File: config.mk
export PLATFORM = sky130hd
export DESIGN_NAME = pcm_serial_port
export DESIGN_NICKNAME = d
export VERILOG_FILES = /design/src/rtl/pcm_port_pkg.sv /design/src/rtl/pcm_fs_detect.sv /design/src/rtl/pcm_tx_slot.sv /design/src/rtl/pcm_rx_slot.sv /design/src/rtl/pcm_serial_port.sv
export SDC_FILE = /design/constraint.sdc
export NUM_CORES = 1
export LEC_CHECK = 0
export ABC_AREA = 1
export CORE_MARGIN = 1.5
export CORE_UTILIZATION = 45
export CTS_CLUSTER_DIAMETER = 30
export DETAILED_ROUTE_END_ITERATION = 10
export PLACE_DENSITY_LB_ADDON = 0.08
export SETUP_SLACK_MARGIN = 0.4
export SYNTH_ARGS = -nofsm -noshare
export SYNTH_HDL_FRONTEND = slang
export SYNTH_SLANG_ARGS = --single-unit
File: constraint.sdc
create_clock -name bclk -period 1.2 [get_ports bclk]
set_input_delay 0.12 -clock bclk [delete_from_list [all_inputs] [get_ports bclk]]
set_output_delay 0.12 -clock bclk [all_outputs]
set_load 0.05 [all_outputs]
File: src/rtl/pcm_port_pkg.sv
package pcm_port_pkg;

  typedef enum logic {
    FMT_SHORT = 1'b0,
    FMT_LONG  = 1'b1
  } frame_fmt_e;

  // Choose the frame format from the number of falling edges at which the sync was seen high.
  function automatic frame_fmt_e classify_width(input int unsigned hi_cycles,
                                                input int unsigned long_min);
    return (hi_cycles >= long_min) ? FMT_LONG : FMT_SHORT;
  endfunction

endpackage

File: src/rtl/pcm_fs_detect.sv
module pcm_fs_detect
  import pcm_port_pkg::*;
#(
  parameter int unsigned LONG_MIN = 2
) (
  input  logic       bclk,
  input  logic       rst_n,
  input  logic       fs,
  output logic       fs_smp,
  output logic       width_done,
  output frame_fmt_e fmt
);

  localparam int unsigned CNT_W = $clog2(LONG_MIN + 1);

  logic [CNT_W-1:0] hi_cnt;

  // Count up, but stop at LONG_MIN: beyond it the length no longer matters.
  function automatic logic [CNT_W-1:0] bump(input logic [CNT_W-1:0] c);
    return (c >= CNT_W'(LONG_MIN)) ? c : c + 1'b1;
  endfunction

  // The first low sample after a high pulse ends the measurement.
  assign width_done = fs_smp & ~fs;

  always_ff @(negedge bclk or negedge rst_n) begin
    if (!rst_n) begin
      fs_smp <= 1'b0;
      hi_cnt <= '0;
      fmt    <= FMT_LONG;
    end else begin
      fs_smp <= fs;
      if (fs) begin
        hi_cnt <= fs_smp ? bump(hi_cnt) : CNT_W'(1);
      end else if (fs_smp) begin
        fmt <= classify_width(32'(hi_cnt), LONG_MIN);
      end
    end
  end

endmodule

File: src/rtl/pcm_tx_slot.sv
module pcm_tx_slot
  import pcm_port_pkg::*;
#(
  parameter int unsigned SAMPLE_W = 14,
  parameter int unsigned WORD_W   = 16
) (
  input  logic                       bclk,
  input  logic                       rst_n,
  input  logic                       fs,
  input  logic                       fs_smp,
  input  frame_fmt_e                 fmt,
  input  logic                       mute_n,
  input  logic [SAMPLE_W-1:0]        tx_sample,
  output logic                       dx,
  output logic                       dx_oe,
  output logic                       busy,
  output logic [$clog2(WORD_W)-1:0]  bit_idx,
  output logic                       frame_start
);

  localparam int unsigned PAD_W = WORD_W - SAMPLE_W;
  localparam int unsigned IDX_W = $clog2(WORD_W);
  localparam logic [IDX_W-1:0] LAST = IDX_W'(WORD_W - 1);

  logic              fs_pq;
  logic              smp_pq;
  logic              mute_frame;
  logic              long_go;
  logic              short_go;
  logic [WORD_W-1:0] shreg;

  // The sample goes in the upper bits; the padding bits below it are zero.
  function automatic logic [WORD_W-1:0] pad_word(input logic [SAMPLE_W-1:0] s);
    return {s, {PAD_W{1'b0}}};
  endfunction

  // Long format: the sync is seen high at a rising edge.
  // Short format: the sync was first seen high at the previous falling edge.
  assign long_go     = fs & ~fs_pq;
  assign short_go    = fs_smp & ~smp_pq;
  assign frame_start = ~busy & ((fmt == FMT_LONG) ? long_go : short_go);

  always_ff @(posedge bclk or negedge rst_n) begin
    if (!rst_n) begin
      fs_pq      <= 1'b0;
      smp_pq     <= 1'b0;
      busy       <= 1'b0;
      bit_idx    <= '0;
      shreg      <= '0;
      mute_frame <= 1'b0;
    end else begin
      fs_pq  <= fs;
      smp_pq <= fs_smp;
      if (frame_start) begin
        busy       <= 1'b1;
        bit_idx    <= '0;
        shreg      <= pad_word(tx_sample);
        mute_frame <= ~mute_n;
      end else if (busy) begin
        shreg <= {shreg[WORD_W-2:0], 1'b0};
        if (bit_idx == LAST) begin
          busy <= 1'b0;
        end else begin
          bit_idx <= bit_idx + 1'b1;
        end
      end
    end
  end

  assign dx_oe = busy & ~mute_frame;
  assign dx    = dx_oe & shreg[WORD_W-1];

endmodule

File: src/rtl/pcm_rx_slot.sv
module pcm_rx_slot #(
  parameter int unsigned SAMPLE_W = 14,
  parameter int unsigned WORD_W   = 16
) (
  input  logic                       bclk,
  input  logic                       rst_n,
  input  logic                       dr,
  input  logic                       busy,
  input  logic [$clog2(WORD_W)-1:0]  bit_idx,
  input  logic                       mute_n,
  output logic [SAMPLE_W-1:0]        rx_sample,
  output logic                       rx_valid,
  output logic                       word_done
);

  localparam int unsigned IDX_W = $clog2(WORD_W);
  localparam logic [IDX_W-1:0] LAST = IDX_W'(WORD_W - 1);

  // Holds the first WORD_W-1 bits. The last bit, still on dr, is one of the dropped padding bits.
  logic [WORD_W-2:0] acc;

  assign word_done = busy && (bit_idx == LAST);

  always_ff @(negedge bclk or negedge rst_n) begin
    if (!rst_n) begin
      acc       <= '0;
      rx_valid  <= 1'b0;
      rx_sample <= '0;
    end else begin
      rx_valid <= word_done;
      if (busy) begin
        acc <= {acc[WORD_W-3:0], dr};
      end
      if (word_done) begin
        rx_sample <= mute_n ? acc[WORD_W-2 -: SAMPLE_W] : '0;
      end
    end
  end

endmodule

File: src/rtl/pcm_serial_port.sv
module pcm_serial_port
  import pcm_port_pkg::*;
#(
  parameter int unsigned SAMPLE_W = 14,
  parameter int unsigned WORD_W   = 16,
  parameter int unsigned LONG_MIN = 2
) (
  input  logic                bclk,
  input  logic                rst_n,
  input  logic                fs,
  input  logic                dr,
  input  logic                mute_n,
  input  logic [SAMPLE_W-1:0] tx_sample,
  output logic                dx,
  output logic                dx_oe,
  output logic [SAMPLE_W-1:0] rx_sample,
  output logic                rx_valid,
  output logic                long_frame
);

  localparam int unsigned IDX_W = $clog2(WORD_W);

  // Internal events, brought out as named wires for the checker.
  logic             fs_smp;
  logic             width_done;
  logic             frame_start;
  logic             word_done;
  logic             busy;
  logic [IDX_W-1:0] bit_idx;
  frame_fmt_e       fmt;

  pcm_fs_detect #(
    .LONG_MIN(LONG_MIN)
  ) u_detect (
    .bclk      (bclk),
    .rst_n     (rst_n),
    .fs        (fs),
    .fs_smp    (fs_smp),
    .width_done(width_done),
    .fmt       (fmt)
  );

  pcm_tx_slot #(
    .SAMPLE_W(SAMPLE_W),
    .WORD_W  (WORD_W)
  ) u_tx (
    .bclk       (bclk),
    .rst_n      (rst_n),
    .fs         (fs),
    .fs_smp     (fs_smp),
    .fmt        (fmt),
    .mute_n     (mute_n),
    .tx_sample  (tx_sample),
    .dx         (dx),
    .dx_oe      (dx_oe),
    .busy       (busy),
    .bit_idx    (bit_idx),
    .frame_start(frame_start)
  );

  pcm_rx_slot #(
    .SAMPLE_W(SAMPLE_W),
    .WORD_W  (WORD_W)
  ) u_rx (
    .bclk     (bclk),
    .rst_n    (rst_n),
    .dr       (dr),
    .busy     (busy),
    .bit_idx  (bit_idx),
    .mute_n   (mute_n),
    .rx_sample(rx_sample),
    .rx_valid (rx_valid),
    .word_done(word_done)
  );

  assign long_frame = (fmt == FMT_LONG);

endmodule

# Word level (Yosys, flattened, before mapping)
# Index checks and enable logic that the tools add are counted.
# classes
addsub,2
mul,0
n_div,0
magnitude_cmp,2
n_eq_ne,3
shift,0
mux,13
n_bitwise,11
reduce_logical,5
# op_table
operator,n
2-to-1 mux 16 bit,2
2-to-1 mux 14 bit,1
2-to-1 mux 4 bit,3
NOT 1 bit,6
AND reduction 2 bit,3
bitwise AND 1 bit,5
2-to-1 mux 1 bit,5
"adder 4 x 1 -> 4 bit, second input constant",1
"equality test 4 bit, second input constant",1
"greater-or-equal comparator 2 bit, second input constant",2
2-to-1 mux 2 bit,2
"!= test 2 bit, second input constant",2
"adder 2 x 1 -> 2 bit, second input constant",1
nonzero test 2 bit,1
logical AND 1 bit,1
# word_totals
register_bits,58
latchBits,0
mem_bits_rw,0
rom_bits,0
elab_cells,48
n_memories,0

# Depth between registers and ports, before layout
# Gate-level depths: netlist (run 1).
# depth
word_depth,6
ltp_mapped,7
mapped_depth_nobuf,6

# Modules after synthesis
# From an unflattened synthesis (run 1), not the netlist that was laid out.
# unflattened
cells_unflattened,315
area_unflattened_um2,2730.1
# modules_own_cells
mod,n_inst,cells_per_inst,area_per_inst_um2
pcm_rx_slot,1,166,1375.1
pcm_tx_slot,1,122,1153.6
pcm_fs_detect,1,27,201.4

==> out/results.ini, run 1 <==
[placement]
place_ws_ns = -0.642
routabilityCongestion = 0.794
hpwl_mm = 3.36
postPlaceCellArea_mm2 = 0.00323
io_buffers = 36

[synth]
synth_area_mm2 = 0.00234
synth_cells = 257
synth.ff_latch_count = 56
mappedNetlistNets = 278
yosys_warnings = 0
synth.distinct_cells = 19
syn_avg_cell_area_um2 = 9.10
synth_seq_area_share = 0.599

[clocking]
cts_tree = built
h-tree-depth = 2
cts_buffers = 5
cts-root-buf = clkbuf_8
clock_latency_ns = 0.36
clk_path_buf_depth = 2
cts_sinks = 56
clk_pin_slew_ns = 0.10

[final_layout]
syn_to_final_growth_pct = 73.2
drive_gt1_frac = 0.506
final-seq-area_mm2 = 0.00141
nNetsFinal = 366
fillers = 320
final_core_util = 0.799
multiInputGateArea_mm2 = 0.00119
antenna_cells = 0
finish.instance_area_mm2 = 0.00405

[critical_path]
r2r-start = u_detect.fmt$_DFFE_NN1P_
setup.worst_path.end_class = output pin
path_max_fanout = 3
critPathRequiredTime_ns = 1.08
reg2reg_to = u_tx.shreg[3]$_DFFE_PN0P_
critPathKind = reg -> out
cp.arrival_ns = 1.84
crit_path_start_kind = flip-flop
worstRegToRegCells = 5
ff2ff_setup_slack_ns = -0.74

[timing]
timing.hold.ws_ns = 0.0292
rsz0062_at_grt = yes
fin_skew_ns = 0.0613
timing.final.hold_violations = 0
setup_viol = 69
worst_slew_pin_slew_ns = 0.414
slew_violations = 0
fin_ws_ns = -0.757
slew_headroom = 0.724

[global_route]
busiest_layer = met2
grt_max_degree = 31
antenna_found_initial = 0
grt_pass1_vias = 1948
met2_usage = 0.366
grt-ovfl-total = 0
track_usage = 0.215
use_met1 = 0.273
met3_usage = 0.0428
grt_pass1_wl_mm = 8.97

[floorplan]
start_util = 0.461
rows = 26
die_w_um = 75.1
die_h_um = 75.1
coreArea_mm2 = 0.00507
die-area_mm2 = 0.00564
pin_count = 37

[power_and_ir_drop]
power.density_mw_per_mm2 = 2390
power_w = 0.00967
leakagePower_nw = 1.88
ir_worst_vdd_v = 0.00136

[drt]
post_drt_wl_per_cell_um = 14.8
drc = 0
drt-total-wl_mm = 6.17
drt-pass1-iter-count = 4
drt_iter0_markers = 156
num_vias = 2153
antenna_left = 0
vias_per_cell = 5.18

[min_path]
hp-class = in -> async

[run_status]
status = finished, violations left
failed_checks = negative setup slack

[flow_run]
cap_violations = 0

synthesized netlist by cell type, drive strengths merged:
cell type | n | area share
a21oi | 3 | 0.0064
buf | 8 | 0.018
clkbuf | 7 | 0.011
dfrtn | 33 | 0.35
dfrtp | 22 | 0.24
dfstp | 1 | 0.011
ha | 2 | 0.011
inv | 19 | 0.030
nand2 | 72 | 0.12
nand3 | 33 | 0.075
nand4 | 16 | 0.043
nor2 | 5 | 0.0080
nor3b | 1 | 0.0053
o21ai | 35 | 0.075
stage by stage:
stage / cells / setup TNS [ns]
2_1_floorplan: 257 / -29.11
3_3_place_gp: 378 / -28.68
3_5_place_dp: 378 / -29.35
4_1_cts: 402 / -36.31
5_1_grt: 416 / -41.81
6_report: 416 / -38.98
cells by family (layout without fill, tap and decap cells):
logic type | Yosys count | in the layout | synth area share
buf+inv | 34 | 123 | 0.0599
compound gates | 38 | 38 | 0.0813
flops | 56 | 56 | 0.599
fa+ha+maj | 2 | 2 | 0.0107
simple gates | 127 | 127 | 0.249
state kept, by name, summed over array words and instances (netlist names):
signal	cells
u_detect.fmt	1
u_rx.rx_sample	14
u_tx.smp_pq	1
u_tx.busy	1
u_tx.shreg	14
u_rx.acc	15
u_tx.bit_idx	4
u_detect.hi_cnt	2
u_tx.fs_pq	1
u_rx.rx_valid	1
u_detect.fs_smp	1
u_tx.mute_frame	1
layer usage:
layer | vias to the layer above | part of all wire
met3 | 9 | 0.035
li1 | 1034 | -
met5 | - | 0
met1 | 1059 | 0.41
met2 | 51 | 0.54
met4 | 0 | 0.016
what timing repair did:
| action | 4_1_cts | 5_1_grt |
|---|---|---|
| hold endpoints to repair | 12 | 0 |
| pin swaps | 23 | 16 |
| resized for setup | 45 | 82 |
| gates cloned | 1 | 4 |
| endpoints found under the setup margin | 73 | 95 |
| buffers inserted | 14 | 10 |
| hold buffers | 1 | 0 |
critical path, stage by stage, from the launching register on:
cell and delay [ns]:
dfstp_4 0.64, buf_6 0.11, buf_12 0.12
layout by cell type, fill, tap and decap left out, types with 4 or more instances in the layout:
cell and instances:
buf_6 22, clkbuf_8 5, buf_4 28, buf_12 22
nand3_1 8, nand4_1 16, nand2_4 4, inv_1 12
nand3_2 19, nand3_4 6, nand2_1 52, nand2_2 15
inv_4 4, dfrtp_1 21, o21ai_1 6, dfrtn_1 33
o21ai_2 28, clkdlybuf4s50_1 16
report_power, final:
| group | switching [W] | internal [W] | leakage (nW) |
|---|---|---|---|
| combinational | 0.00267 | 0.00263 | 1.12 |
| clock | 0.000600 | 0.000414 | 0.0437 |
| sequential | 0.000677 | 0.00268 | 0.708 |
layout make-up:
type	count	share of cell area
sequential	56	0.347
clock buffer	7	0.0188
multi-input combinational	167	0.294
tap	70	0.0216
timing repair buffer	96	0.294
clock inverter	2	0.00216
inverter	18	0.0222
worst max path at each step:
| stage | from | end | slack, ns | depth (start not counted) |
|---|---|---|---|---|
| final | u_detect.fmt$_DFFE_NN1P_ | long_frame | -0.76 | 2 |
| after global routing | u_detect.fmt$_DFFE_NN1P_ | long_frame | -0.78 | 2 |
| after CTS | u_detect.fmt$_DFFE_NN1P_ | long_frame | -0.77 | 2 |
| after detailed placement | u_detect.fmt$_DFFE_NN1P_ | u_tx.shreg[13]$_DFFE_PN0P_ | -0.64 | 6 |
| after global placement | u_detect.fmt$_DFFE_NN1P_ | u_tx.shreg[11]$_DFFE_PN0P_ | -0.65 | 6 |
| after floorplan | u_detect.fmt$_DFFE_NN1P_ | u_tx.shreg[14]$_DFFE_PN0P_ | -0.68 | 4 |
(Power assumes the default switching activity.)
==> inputs of run 2 (changes only) <==
- GPL_TIMING_DRIVEN: unset -> 1
==> results of run 2 <==
Same layout as run 1: the final DEF is identical, and so are final timing and power.
